===== config.mk =====
export PLATFORM = sky130hd
export DESIGN_NAME = lw_uart_rx
export DESIGN_NICKNAME = d
export VERILOG_FILES = /design/src/rtl/lw_uart_rx_pkg.sv /design/src/rtl/lw_uart_rx_sync.sv /design/src/rtl/lw_uart_rx_frame.sv /design/src/rtl/lw_uart_rx_idle.sv /design/src/rtl/lw_uart_rx.sv
export SDC_FILE = /design/constraint.sdc
export NUM_CORES = 1
export LEC_CHECK = 0
export BUFFER_PORTS_ARGS = -buffer_cell sky130_fd_sc_hd__buf_4
export CAP_MARGIN = 20
export CORE_UTILIZATION = 39
export CTS_CLUSTER_DIAMETER = 150
export DETAILED_ROUTE_END_ITERATION = 6
export HOLD_SLACK_MARGIN = 0.02
export PLACE_DENSITY = 0.61
export SKIP_CTS_REPAIR_TIMING = 1
export SLEW_MARGIN = 10
export SYNTH_ARGS = -nofsm -noshare
export SYNTH_HDL_FRONTEND = slang
export SYNTH_SLANG_ARGS = --single-unit

===== constraint.sdc =====
create_clock -name clk -period 5.3 [get_ports clk]
set_clock_uncertainty 0.2 [all_clocks]
set_input_delay 1.06 -clock clk [delete_from_list [all_inputs] [get_ports clk]]
set_output_delay 1.06 -clock clk [all_outputs]
set_load 0.02 [all_outputs]

===== src/rtl/lw_uart_rx_pkg.sv =====
// Shared types for the long-word UART receiver.
package lw_uart_rx_pkg;

    // Frame tracker states, one per bit class plus break hold.
    typedef enum logic [2:0] {
        ST_IDLE,
        ST_START,
        ST_DATA,
        ST_PAR,
        ST_STOP,
        ST_BRK
    } rx_state_e;

endpackage


===== src/rtl/lw_uart_rx_sync.sv =====
// Line synchronizer: brings the asynchronous serial input into the clock
// domain through a chain of flops. Resets to the idle (high) level.
// Assumes STAGES >= 2.
module lw_uart_rx_sync #(
    parameter int STAGES = 2
) (
    input  logic clk,
    input  logic rst_n,
    input  logic d,
    output logic q
);

    logic [STAGES-1:0] chain;

    // Shift the raw line level through the synchronizer chain.
    always_ff @(posedge clk) begin
        if (!rst_n) chain <= '1;
        else        chain <= {chain[STAGES-2:0], d};
    end

    assign q = chain[STAGES-1];

endmodule


===== src/rtl/lw_uart_rx_frame.sv =====
// Frame tracker: follows one character bit by bit on the 16x tick. It
// validates the start bit, gathers data and parity, checks stop bits and
// separates breaks from framing errors. Results are registered one-cycle
// strobes. Assumes the configuration is stable during a frame.
module lw_uart_rx_frame
    import lw_uart_rx_pkg::*;
#(
    parameter int MAX_BITS = 14,
    parameter int OVS      = 16,
    parameter int BRK_W    = 8,
    localparam int LEN_W   = $clog2(MAX_BITS + 1),
    localparam int TCW     = $clog2((MAX_BITS + 4) * OVS + 1)
) (
    input  logic                clk,
    input  logic                rst_n,
    input  logic                tick,
    input  logic                line,
    input  logic [LEN_W-1:0]    len_eff,
    input  logic                par_on,
    input  logic                par_odd,
    input  logic                two_stop,
    input  logic [TCW-1:0]      frame_ticks,
    output logic                in_idle,
    output logic                o_valid,
    output logic [MAX_BITS-1:0] o_word,
    output logic                o_perr,
    output logic                o_ferr,
    output logic                o_brk,
    output logic [BRK_W-1:0]    o_brk_len
);

    localparam int OVS_W = $clog2(OVS);
    localparam logic [OVS_W-1:0] MID  = OVS_W'(OVS / 2 - 1);
    localparam logic [OVS_W-1:0] LAST = OVS_W'(OVS - 1);
    localparam logic [BRK_W-1:0] BRK_MAX = '1;

    rx_state_e            state;
    logic [OVS_W-1:0]     cnt;
    logic [LEN_W-1:0]     bidx;
    logic [MAX_BITS-1:0]  acc;
    logic                 par_bit;
    logic                 any_one;
    logic                 stop_idx;
    logic                 stop_hi_seen;
    logic                 stop_lo_seen;
    logic [TCW-1:0]       bcnt;
    logic [BRK_W-1:0]     blen;
    logic                 at_mid;
    logic                 at_last;
    logic                 last_stop;

    assign at_mid    = (cnt == MID);
    assign at_last   = (cnt == LAST);
    assign last_stop = stop_idx || !two_stop;
    assign in_idle   = (state == ST_IDLE);

    // Advance the frame state machine and register the result strobes.
    always_ff @(posedge clk) begin
        if (!rst_n) begin
            state        <= ST_IDLE;
            cnt          <= '0;
            bidx         <= '0;
            acc          <= '0;
            par_bit      <= 1'b0;
            any_one      <= 1'b0;
            stop_idx     <= 1'b0;
            stop_hi_seen <= 1'b0;
            stop_lo_seen <= 1'b0;
            bcnt         <= '0;
            blen         <= '0;
            o_valid      <= 1'b0;
            o_word       <= '0;
            o_perr       <= 1'b0;
            o_ferr       <= 1'b0;
            o_brk        <= 1'b0;
            o_brk_len    <= '0;
        end else begin
            o_valid <= 1'b0;
            if (tick) begin
                cnt <= at_last ? '0 : cnt + OVS_W'(1);
                case (state)
                    ST_IDLE: begin
                        cnt <= '0;
                        if (!line) state <= ST_START;
                    end
                    ST_START: begin
                        if (at_mid && line) begin
                            state <= ST_IDLE;
                        end else if (at_last) begin
                            state        <= ST_DATA;
                            bidx         <= '0;
                            acc          <= '0;
                            par_bit      <= 1'b0;
                            any_one      <= 1'b0;
                            stop_idx     <= 1'b0;
                            stop_hi_seen <= 1'b0;
                            stop_lo_seen <= 1'b0;
                        end
                    end
                    ST_DATA: begin
                        if (at_mid) begin
                            acc[bidx] <= line;
                            if (line) any_one <= 1'b1;
                        end
                        if (at_last) begin
                            if (bidx == len_eff - LEN_W'(1))
                                state <= par_on ? ST_PAR : ST_STOP;
                            else
                                bidx <= bidx + LEN_W'(1);
                        end
                    end
                    ST_PAR: begin
                        if (at_mid) begin
                            par_bit <= line;
                            if (line) any_one <= 1'b1;
                        end
                        if (at_last) state <= ST_STOP;
                    end
                    ST_STOP: begin
                        if (at_mid && last_stop) begin
                            if (!any_one && !line && !stop_hi_seen) begin
                                state <= ST_BRK;
                                bcnt  <= '0;
                                blen  <= BRK_W'(1);
                            end else begin
                                state     <= ST_IDLE;
                                o_valid   <= 1'b1;
                                o_word    <= acc;
                                o_perr    <= par_on & ((^acc) ^ par_bit ^ par_odd);
                                o_ferr    <= !line || stop_lo_seen;
                                o_brk     <= 1'b0;
                                o_brk_len <= '0;
                            end
                        end else if (at_mid) begin
                            if (line) stop_hi_seen <= 1'b1;
                            else      stop_lo_seen <= 1'b1;
                        end
                        if (at_last) stop_idx <= 1'b1;
                    end
                    ST_BRK: begin
                        if (line) begin
                            state     <= ST_IDLE;
                            o_valid   <= 1'b1;
                            o_word    <= '0;
                            o_perr    <= 1'b0;
                            o_ferr    <= 1'b0;
                            o_brk     <= 1'b1;
                            o_brk_len <= blen;
                        end else if (bcnt == frame_ticks - TCW'(1)) begin
                            bcnt <= '0;
                            if (blen != BRK_MAX) blen <= blen + BRK_W'(1);
                        end else begin
                            bcnt <= bcnt + TCW'(1);
                        end
                    end
                    default: state <= ST_IDLE;
                endcase
            end
        end
    end

    // a character strobe lasts a single cycle.
    a_r1_valid_single: assert property (@(posedge clk) disable iff (!rst_n)
        o_valid |=> !o_valid);

    // no data bit above the configured length is ever reported.
    a_r1_word_fits: assert property (@(posedge clk) disable iff (!rst_n)
        (o_valid && !o_brk) |-> ((o_word >> len_eff) == '0));

    // a break report carries no word and no error flags.
    a_r6_brk_clean: assert property (@(posedge clk) disable iff (!rst_n)
        (o_valid && o_brk) |-> (o_word == '0 && !o_perr && !o_ferr));

    // a break is at least one character time long.
    a_r6_brk_len_nonzero: assert property (@(posedge clk) disable iff (!rst_n)
        (o_valid && o_brk) |-> (o_brk_len != '0));

endmodule


===== src/rtl/lw_uart_rx_idle.sv =====
// Idle watcher: after each character or break it counts ticks of a high
// line while the frame tracker rests. One character time of quiet yields a
// single idle pulse. Any low sample or a busy tracker restarts the count.
module lw_uart_rx_idle #(
    parameter int TCW = 9
) (
    input  logic           clk,
    input  logic           rst_n,
    input  logic           tick,
    input  logic           line,
    input  logic           in_idle,
    input  logic           done,
    input  logic [TCW-1:0] frame_ticks,
    output logic           idle_pulse
);

    logic           armed;
    logic [TCW-1:0] qcnt;

    // Arm on each finished frame; count quiet ticks; fire once.
    always_ff @(posedge clk) begin
        if (!rst_n) begin
            armed      <= 1'b0;
            qcnt       <= '0;
            idle_pulse <= 1'b0;
        end else begin
            idle_pulse <= 1'b0;
            if (done) begin
                armed <= 1'b1;
                qcnt  <= '0;
            end else if (tick) begin
                if (!in_idle || !line) begin
                    qcnt <= '0;
                end else if (armed) begin
                    if (qcnt == frame_ticks - TCW'(1)) begin
                        idle_pulse <= 1'b1;
                        armed      <= 1'b0;
                        qcnt       <= '0;
                    end else begin
                        qcnt <= qcnt + TCW'(1);
                    end
                end
            end
        end
    end

    // the idle indication is a single-cycle pulse.
    a_r7_idle_single: assert property (@(posedge clk) disable iff (!rst_n)
        idle_pulse |=> !idle_pulse);

    // a low sample on a tick never completes the idle wait.
    a_r8_low_blocks_idle: assert property (@(posedge clk) disable iff (!rst_n)
        (tick && !line) |=> !idle_pulse);

endmodule


===== src/rtl/lw_uart_rx.sv =====
// Long-word UART receiver top. Synchronizes the line, decodes the
// configuration (length clamp, parity mode, frame time) and joins the frame
// tracker to the idle watcher. Assumes tick16 pulses at 16x the bit rate.
module lw_uart_rx #(
    parameter int MAX_BITS = 14,
    parameter int MIN_BITS = 5,
    parameter int OVS      = 16,
    parameter int BRK_W    = 8,
    parameter int SYNC_N   = 2,
    localparam int LEN_W   = $clog2(MAX_BITS + 1),
    localparam int TCW     = $clog2((MAX_BITS + 4) * OVS + 1)
) (
    input  logic                clk,
    input  logic                rst_n,
    input  logic                tick16,
    input  logic                rxd,
    input  logic [LEN_W-1:0]    cfg_len,
    input  logic [1:0]          cfg_par,
    input  logic                cfg_two_stop,
    output logic                rx_valid,
    output logic [MAX_BITS-1:0] rx_word,
    output logic                rx_perr,
    output logic                rx_ferr,
    output logic                rx_brk,
    output logic [BRK_W-1:0]    rx_brk_len,
    output logic                idle_pulse
);

    logic             line;
    logic             in_idle;
    logic [LEN_W-1:0] len_eff;
    logic             par_on;
    logic             par_odd;
    logic [TCW-1:0]   frame_bits;
    logic [TCW-1:0]   frame_ticks;

    // Clamp length, decode parity mode and size one character time.
    always_comb begin
        if (cfg_len < LEN_W'(MIN_BITS))      len_eff = LEN_W'(MIN_BITS);
        else if (cfg_len > LEN_W'(MAX_BITS)) len_eff = LEN_W'(MAX_BITS);
        else                                 len_eff = cfg_len;
        par_on      = (cfg_par == 2'b01) || (cfg_par == 2'b10);
        par_odd     = (cfg_par == 2'b10);
        frame_bits  = TCW'(len_eff) + TCW'(par_on) + TCW'(cfg_two_stop) + TCW'(2);
        frame_ticks = frame_bits * TCW'(OVS);
    end

    lw_uart_rx_sync #(.STAGES(SYNC_N)) u_sync (
        .clk   (clk),
        .rst_n (rst_n),
        .d     (rxd),
        .q     (line)
    );

    lw_uart_rx_frame #(
        .MAX_BITS (MAX_BITS),
        .OVS      (OVS),
        .BRK_W    (BRK_W)
    ) u_frame (
        .clk         (clk),
        .rst_n       (rst_n),
        .tick        (tick16),
        .line        (line),
        .len_eff     (len_eff),
        .par_on      (par_on),
        .par_odd     (par_odd),
        .two_stop    (cfg_two_stop),
        .frame_ticks (frame_ticks),
        .in_idle     (in_idle),
        .o_valid     (rx_valid),
        .o_word      (rx_word),
        .o_perr      (rx_perr),
        .o_ferr      (rx_ferr),
        .o_brk       (rx_brk),
        .o_brk_len   (rx_brk_len)
    );

    lw_uart_rx_idle #(.TCW(TCW)) u_idle (
        .clk         (clk),
        .rst_n       (rst_n),
        .tick        (tick16),
        .line        (line),
        .in_idle     (in_idle),
        .done        (rx_valid),
        .frame_ticks (frame_ticks),
        .idle_pulse  (idle_pulse)
    );

    // an idle pulse never shares a cycle with a character strobe.
    a_r7_idle_apart: assert property (@(posedge clk) disable iff (!rst_n)
        idle_pulse |-> !rx_valid);

endmodule


==> results of run 1 <==
## cells in the final DEF, fill, tap and decap left out, types with 2 or more instances in the layout
cell and instances:
dfxtp_1 86, a21oi_1 73, nand2_1 70, nand3_1 48
nor2_1 43, buf_4 40, o21ai_0 38, xnor2_1 31
inv_1 13, nand2b_1 13, nand4_1 12, nor3_1 11
ha_1 11, and3_1 9, clkbuf_16 9, nor2b_1 7
or3_1 7, xor2_1 6, a31o_2 5, a31oi_1 5
and2_1 5, nand3b_1 4, mux2i_1 4, nor4_1 3
o211ai_1 3, o221a_2 3, o22ai_1 3, o31ai_1 2
a311oi_1 2, a211o_1 2, o311ai_0 2, o41ai_1 2
or4_1 2, a32oi_1 2, nor3b_1 2, nand4b_1 2
clkinvlp_4 2, clkbuf_8 2
## routing by layer
layer	up-vias	GRT usage, %	routed length, µm
met1	1961	24.6	5090
met2	59	30.5	5070
li1	2117	-	-
met4	0	7.05	237
met5	-	0	0
met3	18	4.39	429
## cells by family (layout without fill, tap and decap cells)
| family | Yosys count | after routing | share of synthesized area [%] |
|---|---|---|---|
| AND/OR/NAND/NOR | 244 | 244 | 26.5 |
| AO/OA/AOI/OAI | 152 | 152 | 19.6 |
| flip-flops | 86 | 86 | 37.9 |
| buffers and inverters | 46 | 71 | 3.94 |
| XOR/XNOR | 37 | 37 | 7.14 |
| adder cells (fa/ha/maj) | 13 | 13 | 3.70 |
| multiplexers | 5 | 5 | 1.13 |
## sequential cells by signal, summed over array words and instances (netlist names), 3 cells and up
name               cells
u_frame.bcnt           9
u_idle.qcnt            9
u_frame.blen           8
u_frame.cnt            4
u_frame.o_word        14
u_frame.o_brk_len      8
u_frame.state          3
u_frame.acc           14
u_frame.bidx           4
## through the flow
stage / cells / utilization (%) / total power, µW / worst slack, ps
floorplan: 583 / - / 750 / 1030
global placement: 734 / 43.1 / 771 / 546
global route: 751 / 45.8 / 1470 / 514
detailed placement: 734 / 43.1 / 774 / 418
finish: 751 / 45.8 / 1420 / 770
CTS: 750 / 45.8 / 1440 / 789
## area by class of cell
| type | instances | area, µm² | share of cell area [%] |
|---|---|---|---|
| multi-input combinational | 451 | 2640 | 50.7 |
| sequential | 86 | 1720 | 33.0 |
| timing repair buffer | 41 | 305 | 5.86 |
| clock buffer | 12 | 256 | 4.92 |
| tap | 143 | 179 | 3.43 |
| clock inverter | 4 | 53.8 | 1.03 |
| inverter | 14 | 52.6 | 1.01 |
## synth_stat cells, types with 2 or more instances
library cell / number
a211o_1: 2
a21oi_1: 73
a311oi_1: 2
a31o_2: 5
a31oi_1: 5
a32oi_1: 2
and2_1: 5
and3_1: 9
buf_1: 2
buf_2: 5
clkbuf_1: 25
dfxtp_1: 86
ha_1: 11
inv_1: 13
mux2i_1: 4
nand2_1: 70
nand2b_1: 13
nand3_1: 48
nand3b_1: 4
nand4_1: 12
nand4b_1: 2
nor2_1: 43
nor2b_1: 7
nor3_1: 11
nor3b_1: 2
nor4_1: 3
o211ai_1: 3
o21ai_0: 38
o221a_2: 3
o221ai_1: 2
o22ai_1: 3
o311ai_0: 2
o31ai_1: 2
o41ai_1: 2
or3_1: 7
or4_1: 2
xnor2_1: 31
xor2_1: 6
## worst paths after layout
path / slack [ps] / end
setup / recovery: 770 / u_frame.blen[4]
setup reg to reg: 2180 / u_frame.blen[4]
hold reg to reg: 210 / u_sync.chain[1]
hold / removal: 210 / u_sync.chain[1]
## power groups by stage
| stage | combinational [µW] | sequential [µW] | clock [µW] |
|---|---|---|---|
| floorplan | 86.1 | 664 | 0 |
| global placement | 103 | 668 | 0 |
| detailed placement | 106 | 668 | 0 |
| CTS | 107 | 653 | 682 |
| global route | 121 | 654 | 699 |
| finish | 108 | 654 | 659 |
==> impl_metrics.py, run 1 <==
metrics = {
    "run_status": {
        "status": "completed",
    },
    "critical_path": {
        "slowest_delay_ps": 560,
        "cpMaxStageDelayCell": "fa_1",
        "crit_top_cell": "buf_4",
        "crit_family": "adder cells",
        "crit_start": "cfg_len[2]",
        "start_kind": "input pin",
        "cp-end-kind": "flip-flop",
        "cp.arrival_ps": 4610,
        "cp_max_fo": 12,
        "cp_data_required_time_ps": 5380,
        "r2r_start": "u_frame.state[0]",
        "worstPathCellList": "buf_4 > nand2_1 > maj3_1 > inv_1 > fa_1 > ha_1 > nor2b_1 > nand4_1 > a2111oi_0 > a31oi_1 > buf_4 > or3_1 > a21oi_1",
        "crit_cells": 13,
        "ff2ff_path_depth": 5,
        "cp.buffers_inverters": 3,
        "worstSetupPathType": "input pin to flip-flop",
    },
    "logic_synthesis": {
        "ys.flop_type": "dfxtp_1",
        "syn_area_um2": 4540,
        "synth_nets": 606,
        "synth_seq_cells": 86,
        "post-synth-top-area-cell": "dfxtp_1",
        "yosysWarnings": 0,
        "synth_edf_count": 0,
        "ys_top_cells_by_area": "dfxtp_1 (38%), a21oi_1 (8.1%), xnor2_1 (6.0%), nand2_1 (5.8%), nand3_1 (5.3%)",
        "synth_seq_area_share_pct": 37.9,
        "async_flop_share_pct": 0,
        "synth_cells": 583,
        "synth_top_area_share_pct": 37.9,
        "ys_types": 56,
        "synth.avg_cell_area_um2": 7.78,
    },
    "place": {
        "portBuffers": 37,
        "dp_hpwl_mm": 7.63,
        "dpl_cell_area_um2": 4900,
        "place_congestion": 0.882,
    },
    "timing": {
        "hold_ws_ps": 212,
        "fmax_mhz": 221,
        "tns_ps": 0,
        "hold_violations": 0,
        "fin_crit_ps": 4530,
        "setup_violations": 0,
        "grt_setup_unrepaired": "no",
        "slew_violations": 0,
        "worstMarginPinSlew_ps": 1050,
        "slew_headroom_pct": 29.3,
        "post-route-period-util_pct": 85.5,
    },
    "layout": {
        "diodes": 0,
        "nFillCells": 1142,
        "postLayoutCellArea_um2": 5210,
        "drive_gt1_share_pct": 11.3,
        "nets": 626,
        "area_delta_synth_final_pct": 14.9,
    },
    "grt": {
        "grt_pass1_vias": 3672,
        "gr-total-overflow": 0,
        "antenna_found_initial": 0,
        "track_usage_pct": 19.0,
        "grt_max_degree": 41,
        "grt_pass1_wl_mm": 17.9,
    },
    "floorplan": {
        "ios": 38,
        "rows": 39,
        "coreArea_um2": 11400,
        "die_area_um2": 12100,
        "die_h_um": 110,
        "die_w_um": 110,
        "start_util_pct": 39.9,
    },
    "power": {
        "netSwitchingPower_uw": 335,
        "pwr-share-seq_pct": 46.0,
        "p_per_area_nw_per_um2": 272,
        "vdd_drop_max_uv": 296,
        "p_int_uw": 1080,
        "leakage_uw": 0.00185,
        "clkPwrFrac_pct": 46.4,
        "p_comb_share_pct": 7.6,
        "swShare_pct": 23.6,
    },
    "routing": {
        "avgRoutedWirePerCell_um": 14.4,
        "vias_per_cell": 5.53,
        "dr.pass1.iters": 4,
        "wirelength_mm": 10.8,
        "drc": 0,
        "drt_iter0_drc": 396,
        "ant_nets": 0,
        "vias": 4155,
    },
    "min_path": {
        "hold_path.class": "flip-flop to flip-flop",
        "hold_start": "u_sync.chain[0]",
        "whs_path_depth": 1,
    },
    "cts": {
        "cts_sinks": 86,
        "clkTransAtPathRegs_ps": 60,
        "clockBufferDepth": 2,
        "root_buffer": "clkbuf_16",
        "clk_latency_ps": 350,
        "numCtsBuffers": 9,
        "cts_tree": "yes",
        "ctsHtreeMaxLevel": 3,
    },
    "run": {
        "drv_cap": 0,
    },
}
Power figures use the tool's default switching activity.
==> run 2: changes to the inputs <==
Settings changed: BUFFER_PORTS_ARGS -buffer_cell sky130_fd_sc_hd__buf_4 to unset, DONT_BUFFER_PORTS set to 1, PLACE_DENSITY 0.61 to 0.58.
==> impl_metrics.py, run 2 (synthesized netlist as in run 1, its figures left out) <==
metrics = {
    "layout": {
        "nets": 590,
        "nFillCells": 1184,
        "top_regs": "u_frame.acc x14, u_frame.o_word x14",
        "drive_gt1_share_pct": 5.78,
        "multi_input_area_um2": 2640,
        "final_cell_mix": "dfxtp_1 (86), a21oi_1 (73), nand2_1 (70)",
        "area_delta_synth_final_pct": 8.85,
        "final_common_cell": "dfxtp_1",
        "seq_area_um2": 1720,
        "diodes": 0,
    },
    "timing": {
        "hold_violations": 0,
        "slew_headroom_pct": 39.1,
        "fin_crit_ps": 4130,
        "fmax_mhz": 242,
        "slew_violations": 0,
        "worstMarginPinSlew_ps": 907,
        "hold_ws_ps": 213,
        "grt_setup_unrepaired": "no",
        "setup_violations": 0,
        "post-route-period-util_pct": 77.9,
        "tns_ps": 0,
    },
    "critical_path": {
        "worstPathCellList": "nand2_1 > maj3_1 > inv_1 > fa_1 > ha_1 > nor2b_1 > nand4_1 > a2111oi_0 > a31oi_1 > buf_4 > o21ai_0 > nor2_1",
        "cpMaxStageDelayCell": "fa_1",
        "r2r_end": "u_frame.bidx[3]",
        "worstSetupPathType": "input pin to flip-flop",
        "crit_cells": 12,
        "ff2ff_path_depth": 5,
        "cp_data_required_time_ps": 5320,
        "cp.arrival_ps": 4150,
        "start_kind": "input pin",
        "slowest_delay_ps": 560,
        "ff2ff_setup_slack_ps": 2400,
        "crit_family": "adder cells",
        "cp.buffers_inverters": 2,
        "cp-end-kind": "flip-flop",
        "r2r_start": "u_frame.state[1]",
        "cp_max_fo": 20,
    },
    "cts": {
        "clk_latency_ps": 350,
        "cts_sinks": 86,
        "cts_tree": "yes",
        "clkTransAtPathRegs_ps": 60,
        "clockBufferDepth": 2,
        "ctsHtreeMaxLevel": 3,
        "numCtsBuffers": 9,
        "root_buffer": "clkbuf_16",
    },
    "power": {
        "p_per_area_nw_per_um2": 285,
        "leakage_uw": 0.00167,
        "vdd_drop_max_uv": 281,
    },
    "run": {
        "drv_cap": 0,
    },
    "grt": {
        "grt_pass1_vias": 3620,
        "grt_pass1_wl_mm": 17.8,
        "track_usage_pct": 18.9,
        "antenna_found_initial": 0,
        "grt_max_degree": 53,
        "gr-total-overflow": 0,
    },
    "routing": {
        "drt_iter0_drc": 248,
        "avgRoutedWirePerCell_um": 15.4,
        "vias": 3977,
        "drc": 0,
        "ant_nets": 0,
        "dr.pass1.iters": 4,
        "vias_per_cell": 5.57,
        "wirelength_mm": 11.0,
    },
    "floorplan": {
        "coreArea_um2": 11400,
        "die_h_um": 110,
        "ios": 38,
        "die_area_um2": 12100,
        "die_w_um": 110,
        "rows": 39,
        "start_util_pct": 39.9,
    },
    "place": {
        "place_congestion": 0.835,
        "dp_hpwl_mm": 7.60,
        "portBuffers": 0,
    },
    "run_status": {
        "status": "completed",
    },
    "min_path": {
        "min_to": "u_sync.chain[1]",
        "hold_path.class": "flip-flop to flip-flop",
        "hold_start": "u_sync.chain[0]",
        "whs_path_depth": 1,
    },
}
[run 2: per-layer routing]
layer  up-vias  share of wire, %  global-route usage, %
li1       2040                 -                      -
met1      1858                47                   24.3
met2        66                46                   30.4
met3        13               4.9                   5.04
met4         0               1.3                   6.57
met5         -                 0                      0
[run 2: power by group]
part | internal (µW) | switching [µW] | leakage (µW)
Clock | 391 | 266 | 0.000148
Combinational | 39.5 | 57.5 | 0.000826
Sequential | 648 | 5.61 | 0.000693
[run 2: layout make-up]
cell class / count / share of cell area (%)
Tap cell: 143 / 3.62
Inverter: 14 / 1.06
Timing Repair Buffer: 5 / 0.709
Clock inverter: 4 / 1.11
Multi-Input combinational cell: 451 / 53.5
Sequential cell: 86 / 34.9
Clock buffer: 11 / 5.12
[run 2: through the flow]
step                      power (µW)  instances  setup slack (ps)  area (µm²)  util (%)
after floorplan                  750        583              1030        4540         -
after global placement           765        698               877        4630      40.7
after detailed placement         764        698               806        4630      40.7
after CTS                       1420        713              1160        4930      43.4
after global routing            1460        714               997        4940      43.4
final                           1410        714              1170        4940      43.4
[run 2: worst register-to-register path, cell delays in order, from the launching register on]
cell	delay [ps]
dfxtp_1	680
nand2b_1	170
or2_2	460
a311oi_1	800
nand4_1	180
mux2_2	300
[run 2: worst max-delay path by stage]
stage	start	end	slack, ps
after floorplan	cfg_len[2]	u_frame.blen[6]	1030
after global placement	cfg_par[0]	u_frame.blen[2]	880
after detailed placement	cfg_len[1]	u_frame.bcnt[6]	810
after CTS	cfg_len[1]	u_frame.blen[2]	1160
after global routing	cfg_len[1]	u_frame.bcnt[5]	1000
final	cfg_len[1]	u_frame.bcnt[6]	1170
